`src/rtl/bdc_pkg.sv`:
```
package bdc_pkg;
  localparam int unsigned LANES = 16;
  typedef logic [LANES-1:0] lane_t;

  typedef enum logic [1:0] {
    OP_NONE   = 2'd0,
    OP_BRANCH = 2'd1,
    OP_ELSE   = 2'd2,
    OP_JOIN   = 2'd3
  } op_e;

  typedef enum logic [1:0] {
    DEC_SPLIT = 2'd0,
    DEC_TAKEN = 2'd1,
    DEC_FALL  = 2'd2,
    DEC_EMPTY = 2'd3
  } dec_e;

  function automatic lane_t lanes_taken(lane_t live, lane_t c);
    return live & c;
  endfunction

  function automatic lane_t lanes_fall(lane_t live, lane_t c);
    return live & ~c;
  endfunction

  function automatic dec_e classify(lane_t t, lane_t f);
    if (t != '0 && f != '0) return DEC_SPLIT;
    else if (t != '0)       return DEC_TAKEN;
    else if (f != '0)       return DEC_FALL;
    else                    return DEC_EMPTY;
  endfunction
endpackage

```
`src/rtl/bdc_split.sv`:
```
module bdc_split
  import bdc_pkg::*;
(
  input  lane_t live,
  input  lane_t cond,
  output lane_t tk,
  output lane_t ft,
  output dec_e  dec
);
  always_comb begin
    tk  = lanes_taken(live, cond);
    ft  = lanes_fall(live, cond);
    dec = classify(tk, ft);
  end
endmodule

```
`src/rtl/bdc_stack.sv`:
```
module bdc_stack #(
  parameter int unsigned W     = 44,
  parameter int unsigned DEPTH = 4,
  localparam int unsigned CW   = $clog2(DEPTH + 1),
  localparam int unsigned IW   = (DEPTH > 1) ? $clog2(DEPTH) : 1
) (
  input  logic          clk,
  input  logic          rst_n,
  input  logic          clear,
  input  logic          push,
  input  logic [W-1:0]  push_data,
  input  logic          pop,
  input  logic          wr_top,
  input  logic [W-1:0]  wr_data,
  output logic [W-1:0]  top_data,
  output logic          empty,
  output logic          full,
  output logic [CW-1:0] count
);
  logic [W-1:0]  mem [DEPTH];
  logic [CW-1:0] cnt_q;
  logic [IW-1:0] top_idx, push_idx;

  assign empty    = (cnt_q == '0);
  assign full     = (cnt_q == CW'(DEPTH));
  assign count    = cnt_q;
  assign top_idx  = IW'(cnt_q - CW'(1));
  assign push_idx = IW'(cnt_q);
  assign top_data = empty ? '0 : mem[top_idx];

  always_ff @(posedge clk or negedge rst_n) begin
    if (!rst_n)                 cnt_q <= '0;
    else if (clear)             cnt_q <= '0;
    else if (push && !full)     cnt_q <= cnt_q + CW'(1);
    else if (pop && !empty)     cnt_q <= cnt_q - CW'(1);
  end

  always_ff @(posedge clk) begin
    if (!clear && push && !full)          mem[push_idx] <= push_data;
    else if (!clear && wr_top && !empty)  mem[top_idx]  <= wr_data;
  end
endmodule

```
`src/rtl/bdc_ctrl.sv`:
```
module bdc_ctrl
  import bdc_pkg::*;
#(
  parameter int unsigned PCW   = 12,
  parameter int unsigned DEPTH = 4,
  localparam int unsigned EW   = 2 * LANES + PCW,
  localparam int unsigned CW   = $clog2(DEPTH + 1)
) (
  input  logic             clk,
  input  logic             rst_n,
  input  logic             thr_start,
  input  logic [LANES-1:0] thr_mask,
  input  logic [1:0]       op,
  input  logic [LANES-1:0] cond,
  input  logic [PCW-1:0]   else_pc,
  input  logic [PCW-1:0]   join_pc,
  output logic [LANES-1:0] act_mask,
  output logic             redir_vld,
  output logic [PCW-1:0]   redir_pc,
  output logic             err,
  output logic             abort
);
  lane_t          act_q;
  logic           rv_q, err_q;
  logic [PCW-1:0] rpc_q;

  op_e   op_i;
  lane_t tk, ft;
  dec_e  dec;

  logic [EW-1:0]  ent_push, ent_top, ent_wr;
  lane_t          top_saved, top_pend, pend_w;
  logic [PCW-1:0] top_join;
  logic           stk_empty, stk_full;
  logic [CW-1:0]  stk_depth;

  // named events, also used by the checker
  logic live, is_br, is_else, is_join;
  logic need_push, ev_push, ev_diverge, ev_ovf, ev_unf;
  logic ev_else_split, ev_else_skip, ev_join_pop, ev_pop;

  assign op_i = op_e'(op);

  bdc_split u_split (
    .live (act_q),
    .cond (cond),
    .tk   (tk),
    .ft   (ft),
    .dec  (dec)
  );

  assign live    = !err_q && !thr_start;
  assign is_br   = live && (op_i == OP_BRANCH);
  assign is_else = live && (op_i == OP_ELSE);
  assign is_join = live && (op_i == OP_JOIN);

  assign pend_w    = (dec == DEC_SPLIT) ? ft : '0;
  assign ent_push  = {act_q, pend_w, join_pc};
  assign top_saved = ent_top[EW-1 -: LANES];
  assign top_pend  = ent_top[PCW+LANES-1 -: LANES];
  assign top_join  = ent_top[PCW-1:0];
  assign ent_wr    = {top_saved, {LANES{1'b0}}, top_join};

  assign need_push     = is_br && (dec != DEC_EMPTY);
  assign ev_ovf        = need_push && stk_full;
  assign ev_push       = need_push && !stk_full;
  assign ev_diverge    = ev_push && (dec == DEC_SPLIT);
  assign ev_unf        = (is_else || is_join) && stk_empty;
  assign ev_else_split = is_else && !stk_empty && (top_pend != '0);
  assign ev_else_skip  = is_else && !stk_empty && (top_pend == '0);
  assign ev_join_pop   = is_join && !stk_empty;
  assign ev_pop        = ev_else_skip || ev_join_pop;

  bdc_stack #(.W(EW), .DEPTH(DEPTH)) u_stack (
    .clk       (clk),
    .rst_n     (rst_n),
    .clear     (thr_start),
    .push      (ev_push),
    .push_data (ent_push),
    .pop       (ev_pop),
    .wr_top    (ev_else_split),
    .wr_data   (ent_wr),
    .top_data  (ent_top),
    .empty     (stk_empty),
    .full      (stk_full),
    .count     (stk_depth)
  );

  always_ff @(posedge clk or negedge rst_n) begin
    if (!rst_n) begin
      act_q <= '0;
      rv_q  <= 1'b0;
      rpc_q <= '0;
      err_q <= 1'b0;
    end else begin
      rv_q <= 1'b0;
      if (thr_start) begin
        act_q <= thr_mask;
        err_q <= 1'b0;
      end else if (ev_ovf || ev_unf) begin
        err_q <= 1'b1;
      end else if (is_br) begin
        unique case (dec)
          DEC_SPLIT, DEC_TAKEN: act_q <= tk;
          DEC_FALL: begin
            act_q <= ft;
            rv_q  <= 1'b1;
            rpc_q <= else_pc;
          end
          DEC_EMPTY: begin
            rv_q  <= 1'b1;
            rpc_q <= join_pc;
          end
        endcase
      end else if (ev_else_split) begin
        act_q <= top_pend;
      end else if (ev_else_skip) begin
        act_q <= top_saved;
        rv_q  <= 1'b1;
        rpc_q <= top_join;
      end else if (ev_join_pop) begin
        act_q <= top_saved;
      end
    end
  end

  assign act_mask  = act_q;
  assign redir_vld = rv_q;
  assign redir_pc  = rpc_q;
  assign err       = err_q;
  assign abort     = err_q;
endmodule

```
`config.mk`:
```
export PLATFORM = sky130hd
export DESIGN_NAME = bdc_ctrl
export DESIGN_NICKNAME = d
export VERILOG_FILES = /design/src/rtl/bdc_pkg.sv /design/src/rtl/bdc_split.sv /design/src/rtl/bdc_stack.sv /design/src/rtl/bdc_ctrl.sv
export SDC_FILE = /design/constraint.sdc
export NUM_CORES = 1
export LEC_CHECK = 0
export ABC_AREA = 1
export ABC_CLOCK_PERIOD_IN_PS = 9800
export BUFFER_PORTS_ARGS = -buffer_cell sky130_fd_sc_hd__buf_2
export CAP_MARGIN = 20
export CORE_ASPECT_RATIO = 1.1
export CORE_UTILIZATION = 64
export CTS_BUF_LIST = sky130_fd_sc_hd__clkbuf_2 sky130_fd_sc_hd__clkbuf_4 sky130_fd_sc_hd__clkbuf_8
export CTS_CLUSTER_DIAMETER = 100
export DETAILED_ROUTE_END_ITERATION = 16
export GPL_ROUTABILITY_DRIVEN = 0
export PLACE_DENSITY = 0.85
export RECOVER_POWER = 100
export SYNTH_ARGS = -nofsm -noshare
export SYNTH_HDL_FRONTEND = slang
export SYNTH_SLANG_ARGS = --single-unit
```
`constraint.sdc`:
```
create_clock -name clk -period 9.8 [get_ports clk]
set_clock_uncertainty 0.05 [all_clocks]
set_input_delay 0.98 -clock clk [delete_from_list [all_inputs] [get_ports clk]]
set_output_delay 0.98 -clock clk [all_outputs]
set_load 0.02 [all_outputs]
```
### After elaboration in Yosys (flattened, before gate mapping)

Memory sizes are Yosys's and may differ from the RTL's.
Cells that the tools add are included.

* flip-flop bits (word level): 33
* output and inout port bits: 31
* memories kept: 1
* memory bits (writable): 176

Memories
* u_stack.mem: depth 4, width 44, read ports 1, clocked after memory_dff 0, write ports 1, line bdc_stack.sv:20 `logic [W-1:0] mem [DEPTH];`

* equality and inequality tests: 12
* reductions and logical operators: 41
* multiplexer cells: 35
* add/subtract/negate cells: 2
* bitwise logic cells: 5

Operator list (number)
* $mux W16: 7
* $mux W44: 2
* $reduce_bool A16 Y1: 3
* $reduce_or A44 Y1: 1
* $mux W12: 3
* $and A16 B16 Y16: 2
* $pmux W16 S2: 1
* $pmux W12 S2: 1
* $logic_and A1 B1 Y1: 19
* $logic_not A16 Y1: 1
* $not A16 Y16: 1
* $mux W1: 15
* $mux W3: 3
* $eq A2 B2 Y1 const B: 4
* $mux W2: 3
* $ne A2 B2 Y1 const B: 3
* $reduce_and A5 Y1: 1
* $reduce_bool A5 Y1: 1
* $eq A2 B1 Y1 const B: 2
* $logic_not A1 Y1: 4
* $ne A4 B2 Y1 const B: 1
* $reduce_bool A2 Y1: 2
* $reduce_or A2 Y1: 2
* $add A3 B1 Y3 const B: 1
* 9 further kinds: 12

### Depth between registers and ports, before layout

Gate-level depths: netlist (run 1).

* depth in word-level cells: 15
* depth in mapped cells: 21
* depth with buffers taken out: 15

### Modules after synthesis

From an unflattened synthesis (run 1), not the netlist that was laid out.

* cell total of the unflattened synthesis: 1257
* area total of the unflattened synthesis: 10652.7 sq um

By module, submodules not included
* bdc_stack: seq. area each 5360.1 sq um, area an instance 7759.9 sq um, instances 1, cells each 724
* bdc_ctrl: seq. area each 750.7 sq um, area an instance 2469.9 sq um, instances 1, cells each 423
* bdc_split: seq. area each 0.0 sq um, area an instance 422.9 sq um, instances 1, cells each 110

### Worst setup path before layout (run 1)

Ideal clock, no wire load.

* path type: register -> register
* from: register u_stack.cnt_q[0] (netlist: u_stack.count[0])
* to: memory u_stack.mem[1][0] (enable)
* stages on the path, launching flop included: 20
* clock period less this slack: 5.130 ns
* slack: 4.670 ns
* data arrival time: 4.635 ns
* data required time: 9.305 ns
* cell sequence: dfrtp_1 -> buf_4 -> inv_4 -> buf_2 -> clkbuf_1 -> buf_2 -> ha_1 -> clkinv_1 -> buf_2 -> nand3_1 -> nand2_1 -> nand2_1 -> nor2_1 -> nand2_1 -> o21ai_4 -> buf_4 -> nand2_1 -> nand2_1 -> nand2_1 -> nor2_1

* cells in the longest elaborated chain, start to end: 12
* elaborated cells on any way between the ends: 23
* those cells by class: 1 x add/sub; 1 x eq/ne; 8 x mux; 12 x reduce/logical; 1 x memory

Ends and longest elaborated chain
* start, declared: line bdc_stack.sv:21 `logic [CW-1:0] cnt_q;`
* start signal, assigned: line bdc_stack.sv:34 `else if (push && !full) cnt_q <= cnt_q + CW'(1);`
* start signal, assigned: line bdc_stack.sv:35 `else if (pop && !empty) cnt_q <= cnt_q - CW'(1);`
* $sub A3 B1 Y3: line bdc_stack.sv:27 `assign top_idx = IW'(cnt_q - CW'(1));`
* $mem_v2 Z4 W44
* $mux W44: line bdc_stack.sv:29 `assign top_data = empty ? '0 : mem[top_idx];`
* $reduce_bool A16 Y1: line bdc_ctrl.sv:69 `assign ev_else_split = is_else && !stk_empty && (top_pend != '0);`
* $logic_and A1 B1 Y1: line bdc_ctrl.sv:69
* $logic_and A1 B1 Y1 (2 in series): line bdc_stack.sv:40 `else if (!clear && wr_top && !empty) mem[top_idx] <= wr_data;`
* $mux W1: line bdc_stack.sv:40
* $mux W1: line bdc_stack.sv:39 `if (!clear && push && !full) mem[push_idx] <= push_data;`
* $mux W1 (implied by the code): line bdc_stack.sv:40
* $reduce_or A44 Y1 (no line)
* $mux W2 (no line) / $mux W1 (equally long branches)
* end, declared: line bdc_stack.sv:20

Parallel ways exist; a longest one is shown, timed or not.

### Final worst setup path (run 1)

* from: register u_stack.cnt_q[0] (netlist: u_stack.count[0])
* to: memory u_stack.mem[2][24] (enable)

The elaborated chain is that of the path after synthesis.

==> metrics.txt, run 1 <==
DP HPWL 16,900 um; GR Util met3 6.93%; max_cap viols 3; period utilisation layout 74.7%; Antenna Nets Post-Route 0; Post-CTS Setup Bufs 0; critical path type reg -> reg; most common cell after layout, fill and taps aside nand2_1; Setup WS post-layout 2.48 ns; M2 GR Usage 56.2%; cell accounting for the most synthesized area edfxtp_1; Area contributors post-synth edfxtp_1 (53%), nand2_1 (13%), dfrtp_1 (8.2%), nor2_1 (6.1%), nand3_1 (5.4%); sequential-to-total area share from yosys stat 60.9%; distinct cell type count after synthesis 27; GRT Resource Usage Total 34.4%; insertion delay to the later sink of the worst-skew pair 0.53 ns; crit path capture type flop; Clock Pin Slew Worst Setup and Hold Paths 0.06 ns; Power Density 262 nW/um^2; WP data required 9.87 ns; I/O pins 92; Critical Path Source Type flop; post-synth top area share 52.7%; first-pass GRT wire length 42,400 um; #FFs+latches synth 209; Routed wire per std cell 19.1 um; Area Growth Syn to Fin 10.8%; fin nets 1,253; Final Max Tran Viols 81; Synth warnings 0; ys flop type edfxtp_1; number of flops mapped to enable cells by yosys 176; Pleak 4.71 nW; status complete, but fails checks; Ant. Diodes 0; Top Usage Layer GRT met2; Max FO, Critical Path 92; clk sink count 209; final-layout fill cell count 1,112; most frequent cells in the layout nand2_1 (339), edfxtp_1 (176), nor2_1 (159); routed via count 8,510; placement row count 47; synthesized cell area 10,000 um^2; Pre-antenna DRT Iters 7; Starting DRT DRC Count 950; layout cells sized above 1 10.9%; Placed Cells 1,349; clock buffer depth 3; total gr overflow 0; GR Util met1 42.9%; Avg Cell Area, Syn 9.05 um^2; Final Hold Viols 0; CTS tree done; CORE AREA 15,200 um^2; Setup TNS Final 0 ns; H-Tree Depth 2; die width 121 um; syn nets 1,173; die area 16,200 um^2; largest net degree at the start of global routing 93; drt drc 0; Num CTS Buffers 34; Hold Path Class reg -> reg; initial core utilization 66.1%; worst-margin pin slew 2.13 ns; Routed WL 26,900 um; vias in the first global route 8,478; unrepaired setup endpoints after global routing false; initial antenna violation count 1; synthesized instance count 1,109; Tmin final 7.32 ns; failing checks max-capacitance violations, max-slew violations; Setup violations, final 0; # resized after CTS 0; worst vdd ir 0.199 mV; Finished Layout Cells 1,410; Die Height 133 um; Port Buffers 91; DR vias/cell 6.04; Root Buffer clkbuf_8; Fmax achieved 137 MHz; CP Data Arrival Time 7.39 ns; relative slew slack -42.1%; hold buffers post-CTS 0; Post-Place Worst Slack 4.44 ns; ys async rst share 15.8%
==> synthesized netlist by cell type (10+ instances only) <==
library cell  count
inv_1            49
dfrtp_1          33
buf_2            18
clkbuf_1         23
nand4_1          12
edfxtp_1        176
a21oi_1          44
nand2_1         337
buf_1            10
nand3_1         108
nor3_2           10
nor2_1          164
o21ai_0          91
==> per-stage QoR <==
step	total power, mW	util, %	hold WS (ns)	instance area, um^2
floorplan	1.88	-	0.522	10000
global placement	2.14	69.7	0.401	10600
detailed placement	2.18	69.7	0.405	10600
CTS	2.92	74.1	0.420	11200
global route	3.06	73.3	0.441	11100
finish	2.91	73.3	0.422	11100
==> layer usage <==
metal | wire [um] | up-vias
met1 | 9600 | 3867
met3 | 3060 | 110
met4 | 1180 | 2
met5 | 13 | -
met2 | 13100 | 641
li1 | - | 3890
==> flip-flops by register name (all words and copies together), names as in the netlist <==
register,count
act_mask,16
redir_vld,1
redir_pc,12
abort,1
u_stack.count,3
u_stack.mem,176
==> final cells by class <==
| cell class | instances | area [um^2] | area share, % |
|---|---|---|---|
| clock inverter | 10 | 42.5 | 0.383 |
| inverter | 54 | 205 | 1.85 |
| sequential | 209 | 6110 | 55.0 |
| multi-input combinational | 786 | 3390 | 30.5 |
| timing repair buffer | 104 | 502 | 4.51 |
| clock buffer | 51 | 621 | 5.58 |
| tap | 196 | 245 | 2.21 |
==> worst max-delay path: stages (launching register included) <==
cell and delay, ns:
dfrtp_2 0.42, inv_4 0.61, ha_1 0.39, clkinv_1 0.26, clkbuf_1 1.25, nand3_1 0.23, nand2_1 0.19, nand2_1 0.06
nor2_1 0.11, nand2_1 0.09, o21ai_0 0.22, inv_1 0.55, nand2_1 0.21, o21ai_0 0.29, nor2_4 0.82, clkbuf_1 1.14
==> power breakdown <==
group / internal (mW) / switching, mW
Combinational: 0.259 / 0.685
Clock: 0.405 / 0.341
Sequential: 1.14 / 0.0822
Total: 1.80 / 1.11
==> logic make-up (layout without fill, tap and decap cells) <==
logic type	after synthesis	count (layout)	synth area share [%]
buffers and inverters	114	219	4.93
AOI/OAI and AO/OA	139	139	7.08
DFF	209	209	60.9
adders and majority gates	3	3	0.374
and+or+nand+nor	642	642	26.5
xor gates and xnor gates	2	2	0.175
==> path summary, 6_finish.rpt <==
check	to	startpoint	slack (ns)	cells past startpoint
setup / recovery	u_stack.mem[2][24]	u_stack.count[0]	2.48	15
hold / removal	redir_pc[10]	redir_pc[10]	0.42	2
setup reg to reg	u_stack.mem[2][24]	u_stack.count[0]	2.48	15
hold reg to reg	redir_pc[10]	redir_pc[10]	0.42	2
max in group asynchronous	u_stack.count[0]	rst_n	7.29	1
min in group asynchronous	act_mask[13]	rst_n	1.02	1
No activity file was read; power rests on OpenSTA's default activity.
==> inputs of run 2 (changes only) <==
Settings changed: ABC_CLOCK_PERIOD_IN_PS 9800 to 6200, CORE_UTILIZATION 64 to 56, PLACE_DENSITY 0.85 to 0.79.
Clock period 9.8 ns to 6.2 ns, I/O delays scaled along.
==> run 2 against run 1 <==
  * The flow still finishes with violations (max-capacitance violations, max-slew violations)
  * Combinational power up 58%
  * Maximum frequency is 38% higher
  * Sequential cell count is the same
  * Final area grew 1.4%
  * Largest power group unchanged
  * Critical path type unchanged
  * Global-route usage down 5.0 points
  * Utilization shrank 8.0 points
==> metrics.txt, run 2 (synthesized netlist as in run 1, its figures left out) <==
GRT Resource Usage Total 29.4%; final-layout fill cell count 1,406; max FFs per register 176; hold buffers post-CTS 0; max_cap viols 2; Setup violations, final 0; Antenna Nets Post-Route 0; Setup TNS Final 0 ns; DP HPWL 16,200 um; reg-to-reg endpoint u_stack.mem[2][4]; Power Density 415 nW/um^2; delay-heaviest family, CP buffers and inverters; Root Buffer clkbuf_8; fin nets 1,255; routed via count 8,194; most used cell, CP nand2_1; clock buffer depth 3; Post-CTS Setup Bufs 0; period utilisation layout 85.8%; CORE AREA 17,300 um^2; total gr overflow 0; Hold Path Class in -> reg; relative slew slack -55.3%; Ant. Diodes 0; Setup WS post-layout 0.879 ns; failing checks max-capacitance violations, max-slew violations; die width 130 um; largest net degree at the start of global routing 92; WHS Path Cells 5; unrepaired setup endpoints after global routing false; hold_sp thr_mask[0]; Routed WL 26,200 um; Fmax achieved 188 MHz; first-pass GRT wire length 41,200 um; WP depth 13; Final Hold Viols 0; critical path type reg -> reg; Num CTS Buffers 31; reg2reg start u_stack.count[1]; I/O pins 92; Max FO, Critical Path 31; crit path cell chain inv_1 -> ha_1 -> clkinv_1 -> nand3_1 -> nand2_1 -> nand2_1 -> nor2_1 -> nand2_1 -> o21ai_0 -> inv_1 -> o21ai_0 -> nor2_4 -> clkbuf_2; initial core utilization 58.1%; # resized after CTS 0; die area 18,500 um^2; most frequent cells in the layout nand2_1 (339), edfxtp_1 (176), nor2_1 (159); Tmin final 5.32 ns; Critical Path Source Type flop; Routed wire per std cell 18.1 um; Clock Pin Slew Worst Setup and Hold Paths 0.07 ns; clk sink count 209; Final Max Tran Viols 49; hold endpoint act_mask[0]; CP bufs+invs 4; Pre-antenna DRT Iters 6; status complete, but fails checks; vias in the first global route 7,949; CP max stage delay 0.84 ns; H-Tree Depth 1; initial antenna violation count 0; Port Buffers 91; WP data required 6.34 ns; Largest Register u_stack.mem; Multi-input gate area 3390 um^2; R2R Setup Slk 0.88 ns; worst-margin pin slew 2.33 ns; Starting DRT DRC Count 887; drt drc 0; CTS tree done; placement row count 50; Die Height 142 um; Worst Reg-to-Reg Cells 13; DR vias/cell 5.65; CP Data Arrival Time 5.46 ns; Sequential cell area 6110 um^2; Post-Place Worst Slack 1.42 ns; crit path capture type flop; slowest cell on the critical path inv_1; insertion delay to the later sink of the worst-skew pair 0.56 ns; most common cell after layout, fill and taps aside nand2_1; Pleak 4.77 nW; Area Growth Syn to Fin 12.3%; layout cells sized above 1 11.6%; worst vdd ir 0.225 mV
## run 2: cell count changes in the layout (fill, tap and decap cells not counted), sizes merged
cell / previous run / this run
buf: 69 / 75
bufinv: 0 / 2
clkbuf: 86 / 87
clkinv: 13 / 5
## run 2: layout make-up
cell class / instances / share of cell area, %
Tap cell: 234 / 2.60
Sequential cell: 209 / 54.2
Clock buffer: 53 / 5.81
Timing Repair Buffer: 109 / 4.84
Clock inverter: 4 / 0.611
Inverter: 54 / 1.82
Multi-Input combinational cell: 786 / 30.1
## run 2: worst max-delay path by stage
stage | start | to | slack [ns]
detailed placement | u_stack.count[1] | u_stack.mem[0][36] | 1.42
global placement | u_stack.count[1] | u_stack.mem[0][13] | 1.62
global route | u_stack.count[1] | u_stack.mem[0][18] | 0.56
floorplan | u_stack.count[0] | u_stack.mem[1][0] | 1.07
CTS | u_stack.count[1] | u_stack.mem[0][18] | 1.39
finish | u_stack.count[1] | u_stack.mem[2][4] | 0.88
## run 2: worst min-delay path: stages
cell and delay (ns):
buf_2 0.07, nor2_1 0.03, nor2_1 0.09, nand2_1 0.06, nand2_1 0.04
## run 2: routing by layer
| metal | vias to the layer above | track usage [%] | wire length (um) |
|---|---|---|---|
| met5 | - | 0 | 0 |
| met4 | 0 | 12.3 | 893 |
| met3 | 77 | 4.21 | 2260 |
| met2 | 414 | 48.0 | 12500 |
| met1 | 3811 | 39.6 | 10600 |
| li1 | 3892 | - | - |
## run 2: report_power, final
part | switching (mW) | total [mW] | internal [mW]
Sequential | 0.122 | 1.92 | 1.80
Clock | 0.522 | 1.26 | 0.743
Combinational | 1.07 | 1.49 | 0.420
Total | 1.71 | 4.67 | 2.96
## run 2: metrics by stage
| stage | hold slack (ns) | power, mW | std cells | area (um^2) | util, % |
|---|---|---|---|---|---|
| finish | 0.329 | 4.67 | 1449 | 11300 | 65.3 |
| global route | 0.374 | 4.94 | 1449 | 11300 | 65.3 |
| CTS | 0.173 | 4.70 | 1449 | 11400 | 65.9 |
| detailed placement | 0.404 | 3.45 | 1392 | 10700 | 61.7 |
| global placement | 0.402 | 3.41 | 1392 | 10700 | 61.7 |
| floorplan | 0.274 | 2.97 | 1109 | 10000 | - |
==> inputs of run 3 (changes only) <==
Settings changed: ABC_CLOCK_PERIOD_IN_PS 6200 to not set, BUFFER_PORTS_ARGS -buffer_cell sky130_fd_sc_hd__buf_2 to -buffer_cell sky130_fd_sc_hd__clkbuf_2.
==> run 3 against run 2 <==
  * Utilization down 0.45 points
  * Wire length increased by 0.87%
  * The run still ends with max-capacitance violations, max-slew violations left
  * Count of clock-buffer cells in the layout grew 1
  * Final area is 0.69% lower
  * Combinational power hardly changed
  * Final cell count increased by 0.35%
  * Maximum frequency increased by 4.6%
  * Global-route usage fell by 0.066 points
  * First-iteration DRC count down 7.9%
  * Register-to-register slack better by 0.23 ns
  * Hold slack improved by 0.051 ns
==> metrics.txt, run 3 (synthesized netlist as in run 1, its figures left out) <==
status complete, but fails checks; failing checks max-capacitance violations, max-slew violations; max_cap viols 4; crit path cell chain inv_1 -> ha_1 -> buf_4 -> nand3_1 -> nand2_1 -> nand2_1 -> nor2_1 -> nand2_1 -> o21ai_0 -> inv_1 -> o21ai_0 -> inv_1 -> nor2_2 -> buf_4; Final Hold Viols 0; Logic pwr share 32.4%; Clock Pin Slew Worst Setup and Hold Paths 0.07 ns; routed via count 8,343; clock buffer depth 3; slowest cell on the critical path nor2_2; Ant. Diodes 0; Placed Cells 1,390; switching share of power 37.5%; Tmin final 5.09 ns; crit path capture type flop; hold endpoint act_mask[5]; Post-Place Worst Slack 1.79 ns; placement row count 50; DR vias/cell 5.74; total gr overflow 0; NetSw 1.72 mW; Port Buffers 91; Largest Register u_stack.mem; relative slew slack -19.9%; initial core utilization 58.1%; Antenna Nets Post-Route 0; CP Data Arrival Time 5.23 ns; unrepaired setup endpoints after global routing false; Num CTS Buffers 34; period utilisation layout 82.1%; largest net degree at the start of global routing 92; Die Height 142 um; insertion delay to the later sink of the worst-skew pair 0.52 ns; Worst Reg-to-Reg Cells 14; H-Tree Depth 2; CORE AREA 17,300 um^2; CP max stage delay 1.21 ns; P_int 2.87 mW; layout cells sized above 1 11.2%; Setup TNS Final 0 ns; Power Density 410 nW/um^2; GRT Resource Usage Total 29.4%; reg-to-reg endpoint u_stack.mem[1][5]; Clk pwr share 25.8%; most common cell after layout, fill and taps aside nand2_1; # resized after CTS 0; initial antenna violation count 0; WHS Path Cells 5; critical path type reg -> reg; Routed WL 26,500 um; hold_sp thr_mask[5]; drt drc 0; R2R Setup Slk 1.11 ns; Root Buffer clkbuf_8; WP data required 6.34 ns; die width 130 um; worst vdd ir 0.204 mV; Pleak 4.75 nW; Critical Path Source Type flop; Setup violations, final 0; most frequent cells in the layout nand2_1 (339), edfxtp_1 (176), nor2_1 (161); first-pass GRT wire length 40,700 um; DP HPWL 16,500 um; Max FO, Critical Path 47; Setup WS post-layout 1.11 ns; reg2reg start u_stack.count[1]; final-layout fill cell count 1,437; Crit. Startpoint u_stack.count[1]; Multi-input gate area 3370 um^2; Area Growth Syn to Fin 11.5%; Routed wire per std cell 18.2 um; worst-margin pin slew 1.78 ns; max FFs per register 176; I/O pins 92; Starting DRT DRC Count 817; Finished Layout Cells 1,454; clk sink count 209; CTS tree done; Fmax achieved 196 MHz; fin nets 1,258; Pre-antenna DRT Iters 6; Post-CTS Setup Bufs 0; Core Util, Final 64.8%; Hold Path Class in -> reg; vias in the first global route 7,881; Final Max Tran Viols 85; Flop pwr share 41.8%; Sequential cell area 6110 um^2; die area 18,500 um^2
## run 3: how the worst max path moves through the flow
stage               slack [ns]  cells after the start            endpoint
floorplan                 1.07                     19   u_stack.mem[1][0]
global placement          1.99                     10  u_stack.mem[1][28]
detailed placement        1.79                     11  u_stack.mem[1][10]
CTS                       1.82                     15   u_stack.mem[1][6]
global route              0.75                     14  u_stack.mem[1][10]
finish                    1.11                     14   u_stack.mem[1][5]
## run 3: worst max-delay path: cells and delay by family (launching register included)
kind | cells | cell delay [ns]
adders and majority gates | 1 | 0.31
and+or+nand+nor | 6 | 1.80
DFF | 1 | 0.37
buffers and inverters | 5 | 1.46
AOI/OAI and AO/OA | 2 | 0.76
## run 3: per-layer routing
layer	global-route usage (%)	wire length, um	vias up	part of all wire (%)
li1	-	-	3894	-
met1	38.8	10400	3926	39
met2	48.7	12900	465	49
met3	5.30	2610	58	9.8
met4	10.2	641	0	2.4
met5	0	0	-	0
## run 3: repair_timing
item,in CTS,in global routing
hold buffers,0,1
setup endpoints to repair,0,0
hold endpoints to repair,0,10
## run 3: layout make-up
| cell class | count | area share (%) |
|---|---|---|
| Multi-Input combinational cell | 786 | 30.1 |
| Clock buffer | 54 | 5.69 |
| Tap cell | 234 | 2.62 |
| Inverter | 54 | 1.83 |
| Sequential cell | 209 | 54.6 |
| Clock inverter | 8 | 0.313 |
| Timing Repair Buffer | 109 | 4.82 |
## run 3: power groups by stage
stage | clock network [mW] | registers, mW | logic (mW)
6_report | 1.18 | 1.92 | 1.49
4_1_cts | 1.19 | 1.92 | 1.51
3_5_place_dp | 0 | 1.94 | 1.50
2_1_floorplan | 0 | 2.01 | 0.952
3_3_place_gp | 0 | 1.94 | 1.47
5_1_grt | 1.26 | 1.94 | 1.65
## run 3: stage by stage
step	total power [mW]	instance area [um^2]	hold WS (ns)
detailed placement	3.45	10600	0.409
global placement	3.40	10600	0.407
finish	4.59	11200	0.380
global route	4.84	11200	0.389
floorplan	2.97	10000	0.274
CTS	4.62	11300	0.228
